**src/rtl/edge_capture_timer.sv**
```systemverilog
module edge_capture_timer #(
  parameter int             DW    = 8,
  parameter int             PSC_W = 3,
  parameter int             AW    = 8,
  parameter logic [AW-1:0]  BASE  = 8'h40
) (
  input  logic          clk,
  input  logic          rst_n,
  input  logic          cap_a,
  input  logic          cap_b,
  input  logic [AW-1:0] bus_addr,
  input  logic          bus_wr,
  input  logic [DW-1:0] bus_wdata,
  input  logic          bus_rd,
  output logic [DW-1:0] bus_rdata,
  output logic          irq_a,
  output logic          irq_b
);
  localparam int CNT_W = DW + (1 << PSC_W) - 1;
  localparam int NEV   = 4;

  logic [CNT_W-1:0]        cnt;
  logic [2:0]              sh_a, sh_b;
  logic [NEV-1:0][DW-1:0]  stamp_q;
  logic [NEV-1:0]          flag;
  logic [DW-1:0]           cfg;
  logic [NEV-1:0]          ev, rd_hit, take;
  logic [AW-1:0]           off;
  logic [DW-1:0]           stamp, rd_mux;
  logic                    hold;
  logic [PSC_W-1:0]        psc;

  assign off   = bus_addr - BASE;
  assign hold  = cfg[DW-1];
  assign psc   = cfg[NEV +: PSC_W];
  assign stamp = DW'(cnt >> psc);

  assign ev[0] =  sh_a[1] & ~sh_a[2];
  assign ev[1] = ~sh_a[1] &  sh_a[2];
  assign ev[2] =  sh_b[1] & ~sh_b[2];
  assign ev[3] = ~sh_b[1] &  sh_b[2];

  always_comb begin
    for (int i = 0; i < NEV; i++) begin
      rd_hit[i] = bus_rd && (off == AW'(i));
      take[i]   = ev[i] && (!hold || !flag[i] || rd_hit[i]);
    end
  end

  always_ff @(posedge clk or negedge rst_n) begin
    if (!rst_n) begin
      cnt  <= '0;
      sh_a <= '0;
      sh_b <= '0;
    end else begin
      cnt  <= cnt + 1'b1;
      sh_a <= {sh_a[1:0], cap_a};
      sh_b <= {sh_b[1:0], cap_b};
    end
  end

  always_ff @(posedge clk or negedge rst_n) begin
    if (!rst_n) begin
      stamp_q <= '0;
      flag    <= '0;
    end else begin
      for (int i = 0; i < NEV; i++) begin
        if (take[i]) stamp_q[i] <= stamp;
        if (ev[i])          flag[i] <= 1'b1;
        else if (rd_hit[i]) flag[i] <= 1'b0;
      end
    end
  end

  always_ff @(posedge clk or negedge rst_n) begin
    if (!rst_n)                         cfg <= '0;
    else if (bus_wr && off == AW'(NEV)) cfg <= bus_wdata;
  end

  always_comb begin
    rd_mux = '0;
    if (off < AW'(NEV))           rd_mux = stamp_q[off[1:0]];
    else if (off == AW'(NEV))     rd_mux = cfg;
    else if (off == AW'(NEV + 1)) rd_mux = DW'(flag);
  end

  always_ff @(posedge clk or negedge rst_n) begin
    if (!rst_n) bus_rdata <= '0;
    else        bus_rdata <= bus_rd ? rd_mux : '0;
  end

  assign irq_a = |(flag[1:0] & cfg[1:0]);
  assign irq_b = |(flag[3:2] & cfg[3:2]);

  AST_CNT_STEP: assert property (@(posedge clk) disable iff (!rst_n)
    cnt == $past(cnt) + 1'b1 || $past(!rst_n));
  AST_STATUS_RSVD: assert property (@(posedge clk) disable iff (!rst_n)
    (bus_rd && off == AW'(NEV + 1)) |=> bus_rdata[DW-1:NEV] == '0);
  AST_HOLD_A_RISE: assert property (@(posedge clk) disable iff (!rst_n)
    (hold && flag[0] && !rd_hit[0]) |=> $stable(stamp_q[0]));
  AST_HOLD_B_FALL: assert property (@(posedge clk) disable iff (!rst_n)
    (hold && flag[3] && !rd_hit[3]) |=> $stable(stamp_q[3]));
  AST_IRQ_A_MASKED: assert property (@(posedge clk) disable iff (!rst_n)
    (cfg[1:0] == 2'b00) |-> !irq_a);
  AST_IRQ_B_MASKED: assert property (@(posedge clk) disable iff (!rst_n)
    (cfg[3:2] == 2'b00) |-> !irq_b);
  AST_RDATA_IDLE: assert property (@(posedge clk) disable iff (!rst_n)
    !bus_rd |=> bus_rdata == '0);
  AST_SET_WINS: assert property (@(posedge clk) disable iff (!rst_n)
    (ev[0] && rd_hit[0]) |=> flag[0]);
  AST_READ_CLEARS: assert property (@(posedge clk) disable iff (!rst_n)
    (rd_hit[1] && !ev[1]) |=> !flag[1]);
endmodule

```
**config.mk**
```make
export PLATFORM = sky130hd
export DESIGN_NAME = edge_capture_timer
export DESIGN_NICKNAME = d
export VERILOG_FILES = /design/src/rtl/edge_capture_timer.sv
export SDC_FILE = /design/constraint.sdc
export NUM_CORES = 1
export LEC_CHECK = 0
export ABC_AREA = 1
export BUFFER_PORTS_ARGS = -buffer_cell sky130_fd_sc_hd__clkbuf_2
export CAP_MARGIN = 20
export CORE_ASPECT_RATIO = 1.1
export CORE_UTILIZATION = 62
export CTS_BUF_LIST = sky130_fd_sc_hd__clkbuf_8
export CTS_CLUSTER_DIAMETER = 120
export DETAILED_ROUTE_END_ITERATION = 12
export PLACE_DENSITY = 0.92
export SLEW_MARGIN = 20
export SYNTH_ARGS = -nofsm -noshare
export SYNTH_HDL_FRONTEND = slang
export SYNTH_SLANG_ARGS = --single-unit
export TNS_END_PERCENT = 1
```
**constraint.sdc**
```tcl
create_clock -name clk -period 1.9 [get_ports clk]
set_input_delay 0.285 -clock clk [delete_from_list [all_inputs] [get_ports clk]]
set_output_delay 0.285 -clock clk [all_outputs]
set_load 0.1 [all_outputs]
```
Yosys cells after proc, flatten, opt, wreduce, memory -nomap -nowiden
Index checks and enable logic that the tools add are counted.

Order comparisons: 2. Reductions and logical operators: 29. Shifts and indexed selects: 1. Add/subtract/negate cells: 2. Bitwise logic cells: 10. Equality and inequality tests: 5. Muxes and demuxes: 14.

Operators by type and width (count): $mux W8 (4); $bmux W8 S2 (1); $eq A8 B2 Y1 const B (2); $eq A8 B3 Y1 const B (2); $add A15 B1 Y15 const B (1); $shr A15 B3 Y8 (1); $logic_and A1 B1 Y1 (9); $eq A8 B1 Y1 const B (1); $logic_not A8 Y1 (1); $logic_or A1 B1 Y1 (8); $lt A8 B3 Y1 const B (1); $mux W1 (8); $reduce_bool A2 Y1 (4); $sub A8 B7 Y8 const B (1); $logic_not A1 Y1 (5); $and A1 B1 Y1 (4); $and A2 B2 Y2 (2); $mux W4 (1); $not A1 Y1 (4); $reduce_or A2 Y1 (2); $lt A2 B3 Y1 const B (1).

Bits of input ports: 22. Word-level logic and storage cells: 76. Bits in registers: 73. Output and inout bits: 10.

Longest topological paths before layout
Gate-level depths: netlist of run 1.

Word-level depth: 6. Mapped depth: 10. Gate-level depth less buffers: 9.

Least setup slack after synthesis of run 1
OpenSTA, ideal clock, no wires.

Kind: flip-flop to output port. From: register flag[1]. To: output port irq_a. Path buffers: 0. Data required time: 1.615 ns. Setup slack: -0.879 ns. Arrival: 2.494 ns. Cell stages (with the launch flop): 3. Cells stage by stage: dfrtp_1 inv_1 o21ai_0.

Longest elaborated chain between the ends: 2.

Ends and longest elaborated chain: start, declared (RTL line 25) `logic [NEV-1:0] flag;`; start signal, assigned (RTL line 65) `flag <= '0;`; start signal, assigned by index (RTL line 69) `if (ev[i]) flag[i] <= 1'b1;`; start signal, assigned by index (RTL line 70) `else if (rd_hit[i]) flag[i] <= 1'b0;`; $and A2 B2 Y2 (RTL line 92) `assign irq_a = |(flag[1:0] & cfg[1:0]);`; $reduce_or A2 Y1 (RTL line 92); end, declared (RTL line 16) `output logic irq_a,`.

Every way passes these cells.

Worst setup path in the final report of run 1
From: register flag[3]. To: output port irq_b.

Longest elaborated chain between the ends: 2.

Ends and longest elaborated chain: $and A2 B2 Y2 (RTL line 93) `assign irq_b = |(flag[3:2] & cfg[3:2]);`; $reduce_or A2 Y1 (RTL line 93); end, declared (RTL line 17) `output logic irq_b`.

Every way passes these cells.

==> results of run 1 <==
-- cells by family (layout without fill, tap and decap cells) --
| logic type | after synthesis | count (layout) | share of synthesized area |
|---|---|---|---|
| xor gates and xnor gates | 11 | 11 | 0.02489 |
| and+or+nand+nor | 337 | 337 | 0.3974 |
| buffers and inverters | 63 | 109 | 0.07048 |
| DFF | 73 | 73 | 0.4720 |
| adders and majority gates | 1 | 1 | 0.003233 |
| AOI/OAI and AO/OA | 23 | 23 | 0.03201 |
-- worst paths after layout --
| kind | start | to | slack [ns] | cells after the start |
|---|---|---|---|---|
| hold / removal | cap_b | sh_b[0] | 0.03 | 1 |
| min in group asynchronous | rst_n | bus_rdata[3] | 0.39 | 2 |
| setup / recovery | flag[3] | irq_b | 0.14 | 3 |
| setup reg to reg | cfg[5] | stamp_q[10] | 0.34 | 6 |
| max in group asynchronous | rst_n | stamp_q[24] | 0.95 | 3 |
| hold reg to reg | sh_b[0] | sh_b[1] | 0.36 | 0 |
-- flip-flops by register name, summed over array words and instances, names as in the netlist --
signal / cells
stamp_q: 32
cfg: 8
sh_b: 3
flag: 4
bus_rdata: 8
sh_a: 3
cnt: 15
-- critical path, cell delays in order, from the launching register on --
cell and delay, ns:
dfrtp_1 0.40, inv_1 0.08, o22ai_2 0.15, clkbuf_2 0.48
-- layout by cell type, fill, tap and decap left out, drive strengths merged --
| cell | count |
|---|---|
| a21oi | 7 |
| buf | 7 |
| bufinv | 1 |
| clkbuf | 39 |
| clkinv | 6 |
| clkinvlp | 1 |
| dfrtp | 73 |
| dlygate4sd3 | 1 |
| ha | 1 |
| inv | 54 |
| nand2 | 189 |
| nand3 | 83 |
| nand4 | 6 |
| nor2 | 57 |
| nor3 | 2 |
| o21ai | 15 |
| o22ai | 1 |
| xnor2 | 4 |
| xor2 | 7 |
-- power by group through the flow --
stage	Clock (mW)	Combinational (mW)	Sequential, mW
after CTS	1.19	0.381	1.66
final	1.19	0.388	1.66
after detailed placement	0	0.374	1.69
after global routing	1.25	0.428	1.66
after global placement	0	0.362	1.68
after floorplan	0	0.227	1.68
-- final cells by class --
type | count | area (sq um) | share of cell area
clock buffer | 9 | 123.9 | 0.02858
tap | 77 | 96.34 | 0.02223
timing repair buffer | 38 | 235.2 | 0.05427
sequential | 73 | 1827 | 0.4215
inverter | 55 | 211.5 | 0.04879
multi-input combinational | 372 | 1777 | 0.4099
clock inverter | 7 | 63.81 | 0.01472
-- layer usage --
metal,share of wire,vias up
li1,-,1682
met1,0.39,1663
met2,0.49,218
met3,0.068,55
met4,0.054,0
met5,0,-
-- what timing repair did --
item                                   4_1_cts  5_1_grt
hold buffers                                 1        0
setup buffers                                0        0
resized for setup                            0        0
setup endpoints to repair                    0        0
endpoints found under the hold margin       16        0
==> summary.txt, run 1 <==
Status
  • Run status: complete, no violations

Placed design
  • Post-DP HPWL: 6967 um
  • Dpl cells: 614
  • Worst slack, placed: 0.3594 ns
  • I/O Buffers: 31
  • Post-placement cell area: 4136 sq um
  • Placer Congestion: 1.004

GRT
  • Total Routing Usage GR: 0.3243
  • Initial antenna violation count: 0
  • Met1 Resource Use GR: 0.3924
  • Via count of the first global-routing pass: 3561
  • GR Util met2: 0.5342
  • Remaining Overflow, GRT: 0
  • Global-route wire length before repair: 16440 um
  • Largest net degree at the start of global routing: 36
  • GRT Max-Usage Layer: met2
  • Met3 Resource Use GR: 0.04731

Yosys
  • Synth top area share: 0.4720
  • Syn Std Cell Area: 3870 sq um
  • Syn_area_per_cell: 7.618 sq um
  • Ys async rst share: 1.000
  • Top post-synthesis cells by area: dfrtp_1 47%, nand2_1 17%, nand3_1 10%
  • Post-Synthesis Cells: 508
  • Synth cell types: 27
  • EDFF count, synth: 0
  • Most frequent cell after synthesis: nand2_1
  • Register area share after synthesis: 0.4720
  • #FFs+latches synth: 73
  • Syn_nets: 531
  • Main synth FF type: dfrtp_1
  • Yosys top cell by area: dfrtp_1
  • Synth top cells by count: 178 x nand2_1, 79 x nand3_1, 73 x dfrtp_1
  • Yosys warns: 0

STA
  • Layout Skew: 0.01277 ns
  • Slew @ Worst Pin: 0.5432 ns
  • Final Hold Fails: 0
  • Setup_tns: 0 ns
  • Final Cycle Share: 0.9249
  • FMAX: 569.1 MHz
  • Relative slew slack: 0.6394
  • Final Max Tran Viols: 0
  • RSZ-0062 raised after global routing: no
  • Final setup viols: 0
  • Final Worst Setup Slack: 0.1428 ns
  • Min cycle time layout: 1.757 ns
  • Worst hold slack: 0.03435 ns

Floorplanning
  • Full die area: 6562 sq um
  • Core area: 5878 sq um
  • Rows: 29
  • Die boundary height: 84.86 um
  • Ports: 32
  • Initial Util: 0.6584
  • Die width: 77.33 um

Setup path
  • Crit Path Category: flop to primary output
  • Worst endpoint required time: 1.62 ns
  • Critical Path End Type: primary output
  • Critical Path Start Type: flop
  • Data arrival, critical path: 1.47 ns
  • Crit Path Max Fanout: 3

CTS
  • Clock tree from TritonCTS: built
  • Worst-case clock buffer depth: 2
  • Inserted Clock Buffers: 9
  • Clock Sinks: 73
  • Clock slew at reported path FFs: 0.08 ns
  • Clk root buf: clkbuf_8
  • H-tree depth: 3
  • Clk Latency, worst-skew pair: 0.36 ns

Pwr
  • Clk network pwr share: 0.368
  • Leakage: 2.387 nW
  • Net Sw Frac: 0.2807
  • Peak supply drop: 442.8 uV
  • Cell Pwr Density: 746.2 nW/um^2
  • Internal power: 2.326 mW
  • Combinational power share: 0.120
  • NetSw: 0.9077 mW
  • Sequential Power Share: 0.513
  • Design Power: 3.234 mW

Finish
  • Final Util: 0.7373
  • # diodes: 0
  • Cell area after layout: 4334 sq um
  • Layout filler cell count: 435
  • Share of layout cells above drive strength 1: 0.1534
  • Syn-to-layout area delta: 11.99%
  • Total Nets Final: 572
  • Final Non-Filler Cells: 631

Drt
  • Total length of routed wires: 9723 um
  • Initial DRC count: 443
  • DRC viols: 0
  • Avg Vias per Cell: 5.734
  • Wire per inst: 15.41 um
  • TritonRoute pass-1 iters: 6
  • Final ANT Viol Nets: 0
  • Vias: 3618

Min path
  • Worst hold path type: input pin to flop

Job
  • Max_cap viols: 0
Power figures use the tool's default switching activity.
==> run 2: changes to the inputs <==
Settings changed: CORE_UTILIZATION 62 to 60, CTS_BUF_LIST sky130_fd_sc_hd__clkbuf_8 to sky130_fd_sc_hd__clkbuf_16, PLACE_DENSITY 0.92 to 0.9.
Clock period 1.9 ns to 1.8 ns, I/O delays scaled along.
==> run 2 against run 1 <==
Against the previous run: combinational power grew 5%; via count shrank 1.2%; setup slack lost 0.021 ns; core utilization shrank 1.9 points; first-iteration DRC count shrank 18%; sequential share of layout area shrank 1.1 points; routed wire length shrank 2.5%; clock power grew 57%; worst hold slack gained 0.013 ns; non-clock buffer count is the same; largest cell class unchanged.
==> summary.txt, run 2 (same netlist as run 1, synthesis figures left out) <==
STA
  • Worst hold slack: 0.04706 ns (+0.01271 ns)
  • Relative slew slack: 0.6105 (-0.02897)
  • Layout Skew: 0.007327 ns (-0.005443 ns)
  • Final Hold Fails: 0 (unchanged)
  • Final setup viols: 0 (unchanged)
  • Final Max Tran Viols: 0 (unchanged)
  • Min cycle time layout: 1.678 ns
  • Final Cycle Share: 0.9321
  • Final Worst Setup Slack: 0.1222 ns (-0.02060 ns)
  • FMAX: 596.0 MHz
  • Setup_tns: 0 ns (unchanged)
  • Slew @ Worst Pin: 0.5837 ns (+0.04052 ns)
  • RSZ-0062 raised after global routing: no

Finish
  • Syn-to-layout area delta: 14.97%
  • Leading cell types in the layout, fill and taps excluded: 178 x nand2_1, 79 x nand3_1, 73 x dfrtp_1, 48 x nor2_1, 47 x inv_1
  • Share of layout cells above drive strength 1: 0.1534 (unchanged)
  • Most flops, register: stamp_q
  • Most common cell after layout, fill and taps aside: nand2_1
  • Layout filler cell count: 466 (+7.1%)
  • Cell area after layout: 4449 sq um (+2.7%)
  • Final Non-Filler Cells: 634 (+0.48%)
  • Final Util: 0.7184 (-0.01895)
  • Total Nets Final: 572 (unchanged)
  • Max reg flops: 32 (unchanged)
  • Largest registers: stamp_q (32), cnt (15)
  • # diodes: 0 (unchanged)

GRT
  • Global-route wire length before repair: 15740 um (-4.2%)
  • Remaining Overflow, GRT: 0 (unchanged)
  • Total Routing Usage GR: 0.3066 (-0.01773)
  • Initial antenna violation count: 0 (unchanged)
  • Via count of the first global-routing pass: 3304 (-7.2%)
  • Largest net degree at the start of global routing: 74 (+110%)

Setup path
  • Worst reg-to-reg setup slack: 0.26 ns (-0.08 ns)
  • Worst setup startpoint: flag[1]
  • Crit Path Category: flop to primary output
  • CP max-delay cell: clkbuf_2
  • Critical Path End Type: primary output
  • Worst endpoint required time: 1.53 ns (-0.09 ns)
  • Crit Path Max Fanout: 3 (unchanged)
  • RR Startpoint: cfg[5]
  • Reg2reg end: stamp_q[1]
  • CP peak stage delay: 0.48 ns (about the same)
  • Worst setup path end: irq_a
  • R2R cell count: 6 (unchanged)
  • Critical Path Start Type: flop
  • Data arrival, critical path: 1.41 ns (-0.06 ns)
  • Critical path, cell by cell: inv_1 -> o21ai_1 -> clkbuf_2

Placed design
  • I/O Buffers: 31 (unchanged)
  • Dpl cells: 617 (+0.49%)
  • Placer Congestion: 0.9835 (-2.1%)
  • Worst slack, placed: 0.2585 ns (-0.1010 ns)
  • Post-placement cell area: 4128 sq um (-0.21%)
  • Post-DP HPWL: 6465 um (-7.2%)

Drt
  • Wire per inst: 14.95 um (-3.0%)
  • DRC viols: 0 (unchanged)
  • Total length of routed wires: 9480 um (-2.5%)
  • Vias: 3575 (-1.2%)
  • Final ANT Viol Nets: 0 (unchanged)
  • Initial DRC count: 362 (-18%)
  • TritonRoute pass-1 iters: 5 (-1)
  • Avg Vias per Cell: 5.639 (-1.7%)

Floorplanning
  • Die boundary height: 86.23 um (+1.6%)
  • Die width: 78.58 um (+1.6%)
  • Core area: 6193 sq um (+5.4%)
  • Rows: 30 (+3.4%)
  • Ports: 32 (unchanged)
  • Full die area: 6776 sq um (+3.3%)
  • Initial Util: 0.6248 (-0.03352)

Pwr
  • Sequential Power Share: 0.435 (-0.078)
  • NetSw: 0.9974 mW (+9.9%)
  • Net Sw Frac: 0.2477 (-0.03292)
  • Internal power: 3.028 mW (+30%)
  • Peak supply drop: 648.3 uV (+46%)
  • Combinational power share: 0.101 (-0.019)
  • Clk network pwr share: 0.464 (+0.096)
  • Cell Pwr Density: 904.8 nW/um^2 (+21%)
  • Leakage: 2.439 nW (+2.2%)
  • Design Power: 4.026 mW (+24%)

CTS
  • CTS resizes: 0 (unchanged)
  • Clock Sinks: 73 (unchanged)
  • Worst-case clock buffer depth: 2 (unchanged)
  • Inserted Clock Buffers: 9 (unchanged)
  • H-tree depth: 3 (unchanged)
  • Clk root buf: clkbuf_16
  • Clock tree from TritonCTS: built
  • Clk Latency, worst-skew pair: 0.33 ns (-0.03 ns)
  • Clock slew at reported path FFs: 0.06 ns (-0.02 ns)

Status
  • Run status: complete, no violations

Min path
  • Worst hold path type: input pin to flop

Job
  • Max_cap viols: 0 (unchanged)
## run 2: cell count changes in the layout (fill, tap and decap cells not counted), sizes merged
cell and delta:
inv -1, bufinv +1, clkinv +1, clkinvlp -1
## run 2: power by group through the flow
stage / Clock, mW / Sequential [mW] / Combinational, mW
final: 1.87 / 1.75 / 0.406
after global routing: 1.95 / 1.76 / 0.449
after CTS: 1.88 / 1.75 / 0.399
after detailed placement: 0 / 1.78 / 0.392
after global placement: 0 / 1.78 / 0.382
after floorplan: 0 / 1.78 / 0.240
## run 2: how the worst min path moves through the flow
stage	start	cells past startpoint	slack, ns	endpoint
floorplan	rst_n	0	-0.03	bus_rdata[0]
global placement	rst_n	2	0.32	stamp_q[11]
detailed placement	rst_n	2	0.34	stamp_q[11]
CTS	cap_a	1	0.04	sh_a[0]
global route	cap_a	1	0.05	sh_a[0]
finish	cap_b	1	0.05	sh_b[0]
## run 2: layout make-up
class                           instances  area [sq um]  area share
Clock buffer                            9         225.2     0.05062
Multi-Input combinational cell        372          1777      0.3993
Sequential cell                        73          1827      0.4106
Timing Repair Buffer                   38         222.7     0.05006
Inverter                               55         211.5     0.04753
Tap cell                               80         100.1     0.02250
Clock inverter                          7         86.33     0.01940
## run 2: repair_timing
action | in CTS | in global routing
buffers inserted | 0 | 0
hold buffers | 1 | 0
hold endpoints to repair | 73 | 0
setup endpoints to repair | 0 | 0
## run 2: metal layers
| layer | GRT usage | up-vias | part of all wire |
|---|---|---|---|
| met5 | 0 | - | 0 |
| met4 | 0.1498 | 0 | 0.026 |
| met3 | 0.07368 | 31 | 0.081 |
| met2 | 0.4791 | 208 | 0.49 |
| met1 | 0.4015 | 1659 | 0.41 |
| li1 | - | 1677 | - |
## run 2: critical path: cells and delay by family, from the launching register on
kind                   cells  cell delay [ns]
DFF                        1             0.39
buffers and inverters      2             0.55
AOI/OAI and AO/OA          1             0.14
